==> src/rtl/wrc_pkg.sv <==
package wrc_pkg;
  // Mid-scale code for a given code width.
  function automatic int unsigned mid_code(input int unsigned w);
    return 32'd1 << (w - 1);
  endfunction

  // Tap index for a live code: identity outside shutdown, zero inside.
  function automatic logic tap_bit(input logic code_bit, input logic shut);
    return code_bit & ~shut;
  endfunction
endpackage

==> src/rtl/wrc_nv_cell.sv <==
module wrc_nv_cell #(
  parameter int CODE_W    = 7,
  parameter int NV_CYCLES = 8,
  localparam int CNT_W    = $clog2(NV_CYCLES + 1)
) (
  input  logic              clk,
  input  logic              rst_n,
  input  logic              wr_req,
  input  logic [CODE_W-1:0] wr_data,
  output logic [CODE_W-1:0] nv_q,
  output logic [CODE_W-1:0] pend_q,
  output logic [CNT_W-1:0]  cnt_q,
  output logic              busy,
  output logic              accept,
  output logic              commit
);
  assign busy   = (cnt_q != '0);
  assign accept = wr_req & ~busy;
  assign commit = (cnt_q == CNT_W'(1));

  always_ff @(posedge clk or negedge rst_n) begin
    if (!rst_n) begin
      cnt_q  <= '0;
      pend_q <= '0;
    end else if (accept) begin
      cnt_q  <= CNT_W'(NV_CYCLES);
      pend_q <= wr_data;
    end else if (busy) begin
      cnt_q  <= cnt_q - CNT_W'(1);
    end
  end

  // Storage cell: no reset, keeps its content through power loss.
  always_ff @(posedge clk) begin
    if (commit) nv_q <= pend_q;
  end
endmodule

==> src/rtl/wrc_wiper_reg.sv <==
module wrc_wiper_reg #(
  parameter int CODE_W = 7
) (
  input  logic              clk,
  input  logic              rst_n,
  input  logic              supply_ok,
  input  logic [CODE_W-1:0] nv_q,
  input  logic              wr_en,
  input  logic [CODE_W-1:0] wr_data,
  output logic [CODE_W-1:0] wiper_q,
  output logic              ready,
  output logic              recall_evt,
  output logic              wr_acc
);
  import wrc_pkg::*;
  localparam logic [CODE_W-1:0] MID = CODE_W'(mid_code(CODE_W));

  assign recall_evt = supply_ok & ~ready;
  assign wr_acc     = wr_en & ready;

  always_ff @(posedge clk or negedge rst_n) begin
    if (!rst_n) begin
      wiper_q <= MID;
      ready   <= 1'b0;
    end else if (recall_evt) begin
      wiper_q <= nv_q;
      ready   <= 1'b1;
    end else if (wr_acc) begin
      wiper_q <= wr_data;
    end
  end
endmodule

==> src/rtl/wrc_shutdown_out.sv <==
module wrc_shutdown_out #(
  parameter int CODE_W = 7
) (
  input  logic [CODE_W-1:0] wiper_q,
  input  logic              sd_pin_n,
  input  logic              sd_bit,
  output logic [CODE_W-1:0] tap_sel,
  output logic              shut_o
);
  import wrc_pkg::*;
  assign shut_o = ~sd_pin_n | sd_bit;

  for (genvar i = 0; i < CODE_W; i++) begin : g_tap
    assign tap_sel[i] = tap_bit(wiper_q[i], shut_o);
  end
endmodule

==> src/rtl/wiper_recall_ctrl.sv <==
module wiper_recall_ctrl #(
  parameter int CODE_W    = 7,
  parameter int NV_CYCLES = 8
) (
  input  logic              clk,
  input  logic              rst_n,
  input  logic              supply_ok,
  input  logic              cs_n,
  input  logic              sd_pin_n,
  input  logic              sd_bit,
  input  logic              wr_wiper_en,
  input  logic              wr_init_en,
  input  logic [CODE_W-1:0] wr_data,
  output logic [CODE_W-1:0] tap_sel,
  output logic              shut_o,
  output logic              nv_busy,
  output logic              standby
);
  localparam int CNT_W = $clog2(NV_CYCLES + 1);

  logic [CODE_W-1:0] nv_q, pend_q, wiper_q;
  logic [CNT_W-1:0]  nv_cnt;
  logic              ready, recall_evt, wr_acc, nv_accept, nv_commit;

  wrc_nv_cell #(.CODE_W(CODE_W), .NV_CYCLES(NV_CYCLES)) u_nv (
    .clk(clk), .rst_n(rst_n), .wr_req(wr_init_en & ready), .wr_data(wr_data),
    .nv_q(nv_q), .pend_q(pend_q), .cnt_q(nv_cnt), .busy(nv_busy),
    .accept(nv_accept), .commit(nv_commit)
  );

  wrc_wiper_reg #(.CODE_W(CODE_W)) u_wiper (
    .clk(clk), .rst_n(rst_n), .supply_ok(supply_ok), .nv_q(nv_q),
    .wr_en(wr_wiper_en), .wr_data(wr_data), .wiper_q(wiper_q),
    .ready(ready), .recall_evt(recall_evt), .wr_acc(wr_acc)
  );

  wrc_shutdown_out #(.CODE_W(CODE_W)) u_out (
    .wiper_q(wiper_q), .sd_pin_n(sd_pin_n), .sd_bit(sd_bit),
    .tap_sel(tap_sel), .shut_o(shut_o)
  );

  assign standby = cs_n & ~nv_busy;
endmodule

==> config.mk <==
export PLATFORM = sky130hd
export DESIGN_NAME = wiper_recall_ctrl
export DESIGN_NICKNAME = d
export VERILOG_FILES = /design/src/rtl/wrc_pkg.sv /design/src/rtl/wrc_nv_cell.sv /design/src/rtl/wrc_wiper_reg.sv /design/src/rtl/wrc_shutdown_out.sv /design/src/rtl/wiper_recall_ctrl.sv
export SDC_FILE = /design/constraint.sdc
export NUM_CORES = 1
export LEC_CHECK = 0
export BUFFER_PORTS_ARGS = -buffer_cell sky130_fd_sc_hd__buf_4
export CELL_PAD_IN_SITES_DETAIL_PLACEMENT = 0
export CELL_PAD_IN_SITES_GLOBAL_PLACEMENT = 1
export CORE_MARGIN = 1.5
export CORE_UTILIZATION = 45
export DETAILED_ROUTE_END_ITERATION = 10
export PLACE_DENSITY = 0.79
export SLEW_MARGIN = 40
export SYNTH_ARGS = -nofsm -noshare
export SYNTH_HDL_FRONTEND = slang
export SYNTH_SLANG_ARGS = --single-unit
export TNS_END_PERCENT = 10
==> constraint.sdc <==
create_clock -name clk -period 4.19 [get_ports clk]
set_input_delay 0.419 -clock clk [delete_from_list [all_inputs] [get_ports clk]]
set_output_delay 0.419 -clock clk [all_outputs]
set_load 0.005 [all_outputs]
[After elaboration in Yosys (flattened, before gate mapping)]
Cells that the tools add are included.
Word-level totals
  flip-flop bits (word level): 26
  input port bits: 15
  word-level logic and storage cells: 31
Operators by class
  add/sub/neg operators: 1
  eq/ne operators: 1
  multiplexer cells: 4
  bitwise logic cells: 17
  reduce and logical (&&, ||, !) cells: 3
Operators by type and width (count)
  2-to-1 mux 7 bit: 2
  AND 1 bit: 12
  2-to-1 mux 4 bit: 2
  == test 4 x 1 -> 1 bit (second input constant): 1
  inverter 1 bit: 4
  nonzero test 2 bit: 2
  nonzero test 4 bit: 1
  subtractor 4 x 1 -> 4 bit (second input constant): 1
  bitwise OR 1 bit: 1

[Logic depth before layout (Yosys ltp)]
Gate-level depths: netlist (run 1).
  depth after elaboration: 4
  gate-level depth with buffers: 6
  gate-level depth less buffers: 5

[Modules after synthesis]
From an unflattened synthesis (run 1), not the netlist that was laid out.
Unflattened totals
  cells, all modules: 93
  area total of the unflattened synthesis: 1283.7 µm²
By module, submodules not included
  wrc_nv_cell: instances 1, cells each 48, area each 734.5 µm², seq. area each 485.5 µm²
  wrc_wiper_reg: instances 1, cells each 35, area each 461.7 µm², seq. area each 201.4 µm²
  wrc_shutdown_out: instances 1, cells each 8, area each 67.6 µm², seq. area each 0.0 µm²
  wiper_recall_ctrl: instances 1, cells each 2, area each 20.0 µm², seq. area each 0.0 µm²

[Worst setup path after synthesis (run 1)]
No wires, ideal clock.
  path type: flip-flop to flip-flop
  start point: reg u_nv.cnt_q[0]
  end point: reg u_nv.pend_q[0]
  library setup time: 0.125 ns
  data arrival time: 1.553 ns
  data required time: 4.065 ns
  path slack: 2.512 ns
  stages on the path, launching flop included: 7
  buffers on the path: 1
  period minus slack after synthesis: 1.678 ns
  cell sequence: dfrtp_1 > inv_1 > ha_1 > nor3b_4 > and3_1 > buf_6 > mux2_2
Between the ends
  longest elaborated chain between the ends: 3
Ends and longest elaborated chain
  start: declaration: line wrc_nv_cell.sv:12  | output logic [CNT_W-1:0] cnt_q,
  start signal: assignment: line wrc_nv_cell.sv:26  | cnt_q <= CNT_W'(NV_CYCLES);
  start signal: assignment: line wrc_nv_cell.sv:29  | cnt_q <= cnt_q - CNT_W'(1);
  nonzero test 4 bit: line wrc_nv_cell.sv:17  | assign busy = (cnt_q != '0);
  inverter 1 bit: line wrc_nv_cell.sv:18  | assign accept = wr_req & ~busy;
  AND 1 bit: line wrc_nv_cell.sv:18
  end signal: assignment: line wrc_nv_cell.sv:27  | pend_q <= wr_data;
  end: declaration: line wrc_nv_cell.sv:11  | output logic [CODE_W-1:0] pend_q,
Every way passes these cells.
A chain may end at the register's enable or synchronous reset.

[Final worst setup path (run 1)]
  start point: reg u_nv.cnt_q[0]
  end point: out standby
Between the ends
  longest elaborated chain between the ends: 3
Ends and longest elaborated chain
  nonzero test 4 bit: line wrc_nv_cell.sv:17
  inverter 1 bit: line wiper_recall_ctrl.sv:42  | assign standby = cs_n & ~nv_busy;
  AND 1 bit: line wiper_recall_ctrl.sv:42
  end: declaration: line wiper_recall_ctrl.sv:17  | output logic standby
Every way passes these cells.

==> results of run 1 <==
## cells in the mapped netlist (all sizes together), types with 2 or more instances
cell type / count / area share
nand3: 2 / 0.0083
nor3b: 2 / 0.022
nor2b: 8 / 0.041
o21ai: 2 / 0.0083
mux2: 7 / 0.065
edfxtp: 7 / 0.17
ha: 3 / 0.031
inv: 4 / 0.012
and2: 8 / 0.042
a21oi: 7 / 0.029
mux2i: 7 / 0.058
a211oi: 7 / 0.043
dfrtp: 18 / 0.37
nand2: 2 / 0.0062
clkbuf: 4 / 0.012
## power by group through the flow
stage,clock network (mW),registers (mW),logic [mW]
floorplan,0,0.397,0.144
global placement,0,0.411,0.186
detailed placement,0,0.414,0.192
CTS,0.130,0.408,0.193
global route,0.140,0.418,0.217
finish,0.127,0.408,0.190
## sequential cells by signal (all words and copies together) (netlist names)
| register | flops |
|---|---|
| u_nv.cnt_q | 4 |
| u_nv.nv_q | 7 |
| u_nv.pend_q | 7 |
| u_wiper.ready | 1 |
| u_wiper.wiper_q | 7 |
## area by class of cell
type | count | area [um^2] | area share
flip-flops and latches | 26 | 686.9 | 0.4725
multi-input cells | 62 | 488.0 | 0.3356
repair buffers | 25 | 190.2 | 0.1308
well taps | 30 | 37.54 | 0.02582
clock buffers | 4 | 36.28 | 0.02496
inverters | 4 | 15.01 | 0.01033
## worst max path at each step
stage / start / to / slack, ns / depth (start not counted)
after CTS: u_nv.cnt_q[0] / standby / 2.07 / 5
after global placement: u_nv.cnt_q[0] / u_nv.pend_q[6] / 2.21 / 5
final: u_nv.cnt_q[0] / standby / 2.08 / 5
after detailed placement: u_nv.cnt_q[0] / u_nv.pend_q[6] / 2.18 / 5
after floorplan: u_nv.cnt_q[0] / u_nv.pend_q[0] / 2.51 / 6
after global routing: u_nv.cnt_q[0] / standby / 1.96 / 5
## through the flow
stage,instances,util
6_report,151,0.5764
5_1_grt,151,0.5764
4_1_cts,151,0.5764
3_5_place_dp,146,0.5580
3_3_place_gp,146,0.5561
2_1_floorplan,97,-
## logic make-up (layout without fill, tap and decap cells)
group	count (synthesis)	in the layout	synth area share
DFF	26	26	0.5671
adders and majority gates	3	3	0.03100
xor gates and xnor gates	1	1	0.007233
muxes	14	14	0.1229
AOI/OAI and AO/OA	19	19	0.1043
buffers and inverters	9	33	0.03408
and+or+nand+nor	25	25	0.1333
## routing by layer
| metal | global-route usage | up-vias | wire [um] |
|---|---|---|---|
| li1 | - | 388 | - |
| met1 | 0.2381 | 376 | 1100 |
| met2 | 0.2540 | 17 | 1000 |
| met3 | 0.02459 | 2 | 80 |
| met4 | 0.07500 | 0 | 12 |
| met5 | 0 | - | 0 |
==> results_dict.tcl, run 1 <==
set metrics [dict create \
    status "completed" \
    dieWidth_um 54.88 \
    ir_drop_mv 0.3010 \
    groute.usage.overall 0.1681 \
    synthArstFlopShare 0.7308 \
    drt_first_pass_iters 3 \
    slew_violations 0 \
    clk_latency_ns 0.32 \
    setup_viol 0 \
    cts_max_level 1 \
    path_max_fanout 8 \
    cp_num_buf_inv 2 \
    vias_per_cell 5.185 \
    yosysSeqAreaShare 0.5671 \
    power_density_nw_per_um2 499.2 \
    reg2regPathDepth 5 \
    hp-class "in -> reg" \
    cts_resized 0 \
    leakagePower_nw 0.6363 \
    mappedNetlistArea_um2 1211 \
    hold_depth 2 \
    placed_area_um2 1408 \
    clockBufferDepth 2 \
    finalPower_mw 0.7258 \
    synth_edf_count 7 \
    grt_max_degree 20 \
    hold_violations 0 \
    cp-end-kind "primary output" \
    cts_hold_buf 1 \
    drt_iter0_drc 9 \
    pwr-share-seq 0.562 \
    fin_skew_ns 0.0005923 \
    nFillCells 227 \
    crit_family "simple AND/OR/NAND/NOR gates" \
    ys_ff_latch 26 \
    fin_area_um2 1454 \
    std_cell_rows 18 \
    core_area_um2 2522 \
    grt_pass1_vias 759 \
    worst_setup_path_start_kind "flip-flop" \
    syn_area_per_cell_um2 12.49 \
    routed_wl_um 2194 \
    arrival_ns 1.70 \
    required_ns 3.77 \
    ys_types 26 \
    syn_nets 115 \
    netSwitchingFraction 0.2916 \
    ys.flop_type "dfrtp_1" \
    ys_warn_count 0 \
    vias 783 \
    regToRegEndpoint "u_nv.pend_q[6]" \
    fin_setup_tns_ns 0 \
    criticalPathCategory "reg -> out" \
    ios 25 \
    antenna_cells 0 \
    cts_tree "done" \
    grt_overflow 0 \
    most-common-layout-cells "24 x buf_4, 18 x dfrtp_1, 8 x nor2b_1" \
    final_common_cell "buf_4" \
    combPwrFrac 0.262 \
    r2r_slack_ns 2.17 \
    final_net_count 140 \
    die_height_um 54.88 \
    rsz0062_at_grt "false" \
    post_cts_buffers 0 \
    routabilityCongestion 0.7007 \
    area_growth_pct 20.04 \
    dp_hpwl_um 1503 \
    min_period_ns 2.115 \
    layout-drive-gt1-share 0.3388 \
    start_util 0.4802 \
    relSlewSlack 0.6110 \
    worst_pin_slew_ns 0.5810 \
    min_from "wr_data[3]" \
    max_stage_delay_ns 0.46 \
    wl_per_cell_um 14.53 \
    p_int_mw 0.5142 \
    p_sw_mw 0.2116 \
    power_frac_clock 0.175 \
    timing.fmax_ghz 0.4729 \
    whs_endpoint "u_nv.pend_q[3]" \
    clock-sinks 26 \
    ant_nets 0 \
    antenna_found_initial 0 \
    cp_cell_sequence "inv_1, ha_1, nor3b_4, and2_2, buf_4" \
    fin_ws_ns 2.075 \
    dpl_worst_slack_ns 2.183 \
    cp_slowest_cell "dfrtp_1" \
    period_share 0.5047 \
    whs_ns 0.3287 \
    io_buffer_count 24 \
    syn_inst 97 \
    cts_buffers 3 \
    drc 0 \
    max-cap-violations 0 \
    root_buffer "clkbuf_4" \
    grt_first_pass_wirelength_um 3456 \
    cts.clk_slew.worst_paths_ns 0.14 \
    dieArea_um2 3012 \
    r2r_start "u_nv.cnt_q[0]" \
]
Power figures use the tool's default switching activity.
==> run 2, diff against run 1 <==
--- a/config.mk
+++ b/config.mk
@@ -9,9 +9,9 @@
 export CELL_PAD_IN_SITES_DETAIL_PLACEMENT = 0
 export CELL_PAD_IN_SITES_GLOBAL_PLACEMENT = 1
 export CORE_MARGIN = 1.5
-export CORE_UTILIZATION = 45
+export CORE_UTILIZATION = 42
 export DETAILED_ROUTE_END_ITERATION = 10
-export PLACE_DENSITY = 0.79
+export PLACE_DENSITY = 0.74
 export SLEW_MARGIN = 40
 export SYNTH_ARGS = -nofsm -noshare
 export SYNTH_HDL_FRONTEND = slang
==> constraint.sdc (replaced) <==
create_clock -name clk -period 2.01 [get_ports clk]
set_input_delay 0.201 -clock clk [delete_from_list [all_inputs] [get_ports clk]]
set_output_delay 0.201 -clock clk [all_outputs]
set_load 0.005 [all_outputs]
==> run 2 against run 1 <==
Against the previous run: utilization down 2.8 points; final cell count up 4.6%; first-iteration DRC count rose to 3.0 times the previous value; largest cell class unchanged.
==> results_dict.tcl, run 2 (same netlist as run 1, synthesis figures left out) <==
set metrics [dict create \
    status "completed" \
    dieArea_um2 3215 \
    p_sw_mw 0.4539 \
    slew_violations 0 \
    worst_setup_path_start_kind "flip-flop" \
    hold_violations 0 \
    nFillCells 244 \
    p_int_mw 1.212 \
    vias 802 \
    dp_hpwl_um 1646 \
    fin_setup_tns_ns 0 \
    die_height_um 56.70 \
    rsz0062_at_grt "false" \
    grt_max_degree 20 \
    timing.fmax_ghz 0.5401 \
    drc 0 \
    cts_buffers 3 \
    crit_family "flip-flops" \
    clk_latency_ns 0.31 \
    grt_pass1_vias 852 \
    worst_pin_slew_ns 0.5102 \
    ir_drop_mv 0.8467 \
    wl_per_cell_um 15.02 \
    routabilityCongestion 0.7525 \
    antenna_cells 0 \
    final_net_count 146 \
    largest_registers "u_nv.nv_q: 7 flops, u_nv.pend_q: 7 flops, u_wiper.wiper_q: 7 flops" \
    cts_resized 0 \
    fin_cells 158 \
    root_buffer "clkbuf_4" \
    placed_cells 150 \
    max-cap-violations 0 \
    cts_tree "done" \
    power_density_nw_per_um2 1102 \
    clock-sinks 26 \
    required_ns 1.81 \
    groute.usage.overall 0.1659 \
    area_growth_pct 24.79 \
    pwr-share-seq 0.505 \
    netSwitchingFraction 0.2725 \
    period_share 0.9211 \
    setup_viol 0 \
    final_common_cell "buf_4" \
    most-common-layout-cells "30 x buf_4, 18 x dfrtp_1, 8 x nor2b_1" \
    path_max_fanout 7 \
    power_frac_clock 0.212 \
    layout-drive-gt1-share 0.3622 \
    cp_num_buf_inv 3 \
    cp_slowest_cell "dfrtp_1" \
    dieWidth_um 56.70 \
    cts_max_level 1 \
    combPwrFrac 0.283 \
    std_cell_rows 19 \
    leakagePower_nw 0.6709 \
    min_period_ns 1.851 \
    antenna_found_initial 0 \
    multiInputGateArea_um2 483.0 \
    cts.clk_slew.worst_paths_ns 0.14 \
    clockBufferDepth 2 \
    io_buffer_count 24 \
    grt_overflow 0 \
    cp_common_cell "buf_4" \
    cp_cell_sequence "inv_1, ha_1, nor3b_4, buf_4, and2_2, buf_4" \
    seq_area_um2 686.9 \
    vias_per_cell 5.076 \
    relSlewSlack 0.6592 \
    start_util 0.4392 \
    ant_nets 0 \
    ios 25 \
    arrival_ns 1.65 \
    routed_wl_um 2373 \
    drt_first_pass_iters 4 \
    cp-end-kind "primary output" \
    hp-class "in -> reg" \
    core_area_um2 2758 \
    criticalPathCategory "reg -> out" \
    max_stage_delay_ns 0.41 \
    grt_first_pass_wirelength_um 4064 \
    finalPower_mw 1.666 \
    fin_skew_ns 0.006337 \
    drt_iter0_drc 27 \
]
==> run 2: layer usage <==
metal,track usage,share of wire
met5,0,0
met4,0.06122,0.0076
met3,0.02765,0.035
met2,0.2425,0.47
met1,0.2463,0.49
==> run 2: worst paths after layout <==
path	start	endpoint	slack [ns]	depth (start not counted)
worst max-delay path	u_nv.cnt_q[0]	standby	0.16	6
min in group asynchronous	rst_n	u_wiper.wiper_q[4]	0.29	2
max in group asynchronous	rst_n	u_wiper.wiper_q[6]	1.46	2
worst max register to register	u_nv.cnt_q[1]	u_nv.pend_q[1]	0.27	5
worst min register to register	u_nv.pend_q[1]	u_nv.nv_q[1]	0.47	0
worst min-delay path	wr_data[3]	u_nv.pend_q[3]	0.12	2
==> run 2: worst reg2reg max path, cell delays in order (launching register included) <==
cell     delay [ns]
dfrtp_1        0.42
inv_1          0.11
ha_1           0.19
nor3b_4        0.19
and3_1         0.37
mux2_2         0.37
==> run 2: power groups by stage <==
stage / clock (mW) / combinational, mW / sequential, mW
finish: 0.354 / 0.471 / 0.840
global route: 0.389 / 0.537 / 0.861
floorplan: 0 / 0.300 / 0.828
CTS: 0.368 / 0.423 / 0.848
global placement: 0 / 0.407 / 0.852
detailed placement: 0 / 0.420 / 0.858
==> run 2: area by class of cell <==
cell class / instances / share of cell area
repair buffers: 31 / 0.1556
well taps: 31 / 0.02566
flip-flops and latches: 26 / 0.4545
inverters: 4 / 0.009934
clock buffers: 3 / 0.01490
clock inverters: 1 / 0.01987
multi-input cells: 62 / 0.3195
==> run 2: repair_timing <==
action | CTS | global route
hold buffers | 1 | 0
hold endpoints to repair | 19 | 0
buffers inserted | 0 | 3
setup endpoints to repair | 0 | 1
==> run 2: metrics by stage <==
step	hold slack [ns]	area, um^2	util	setup slack [ns]
global route	0.1008	1511	0.5481	0.01847
finish	0.1168	1511	0.5481	0.1585
global placement	0.09952	1426	0.5172	0.2892
CTS	0.1025	1489	0.5399	0.09669
floorplan	-0.09459	1211	-	0.3324
detailed placement	0.09893	1426	0.5172	0.2296
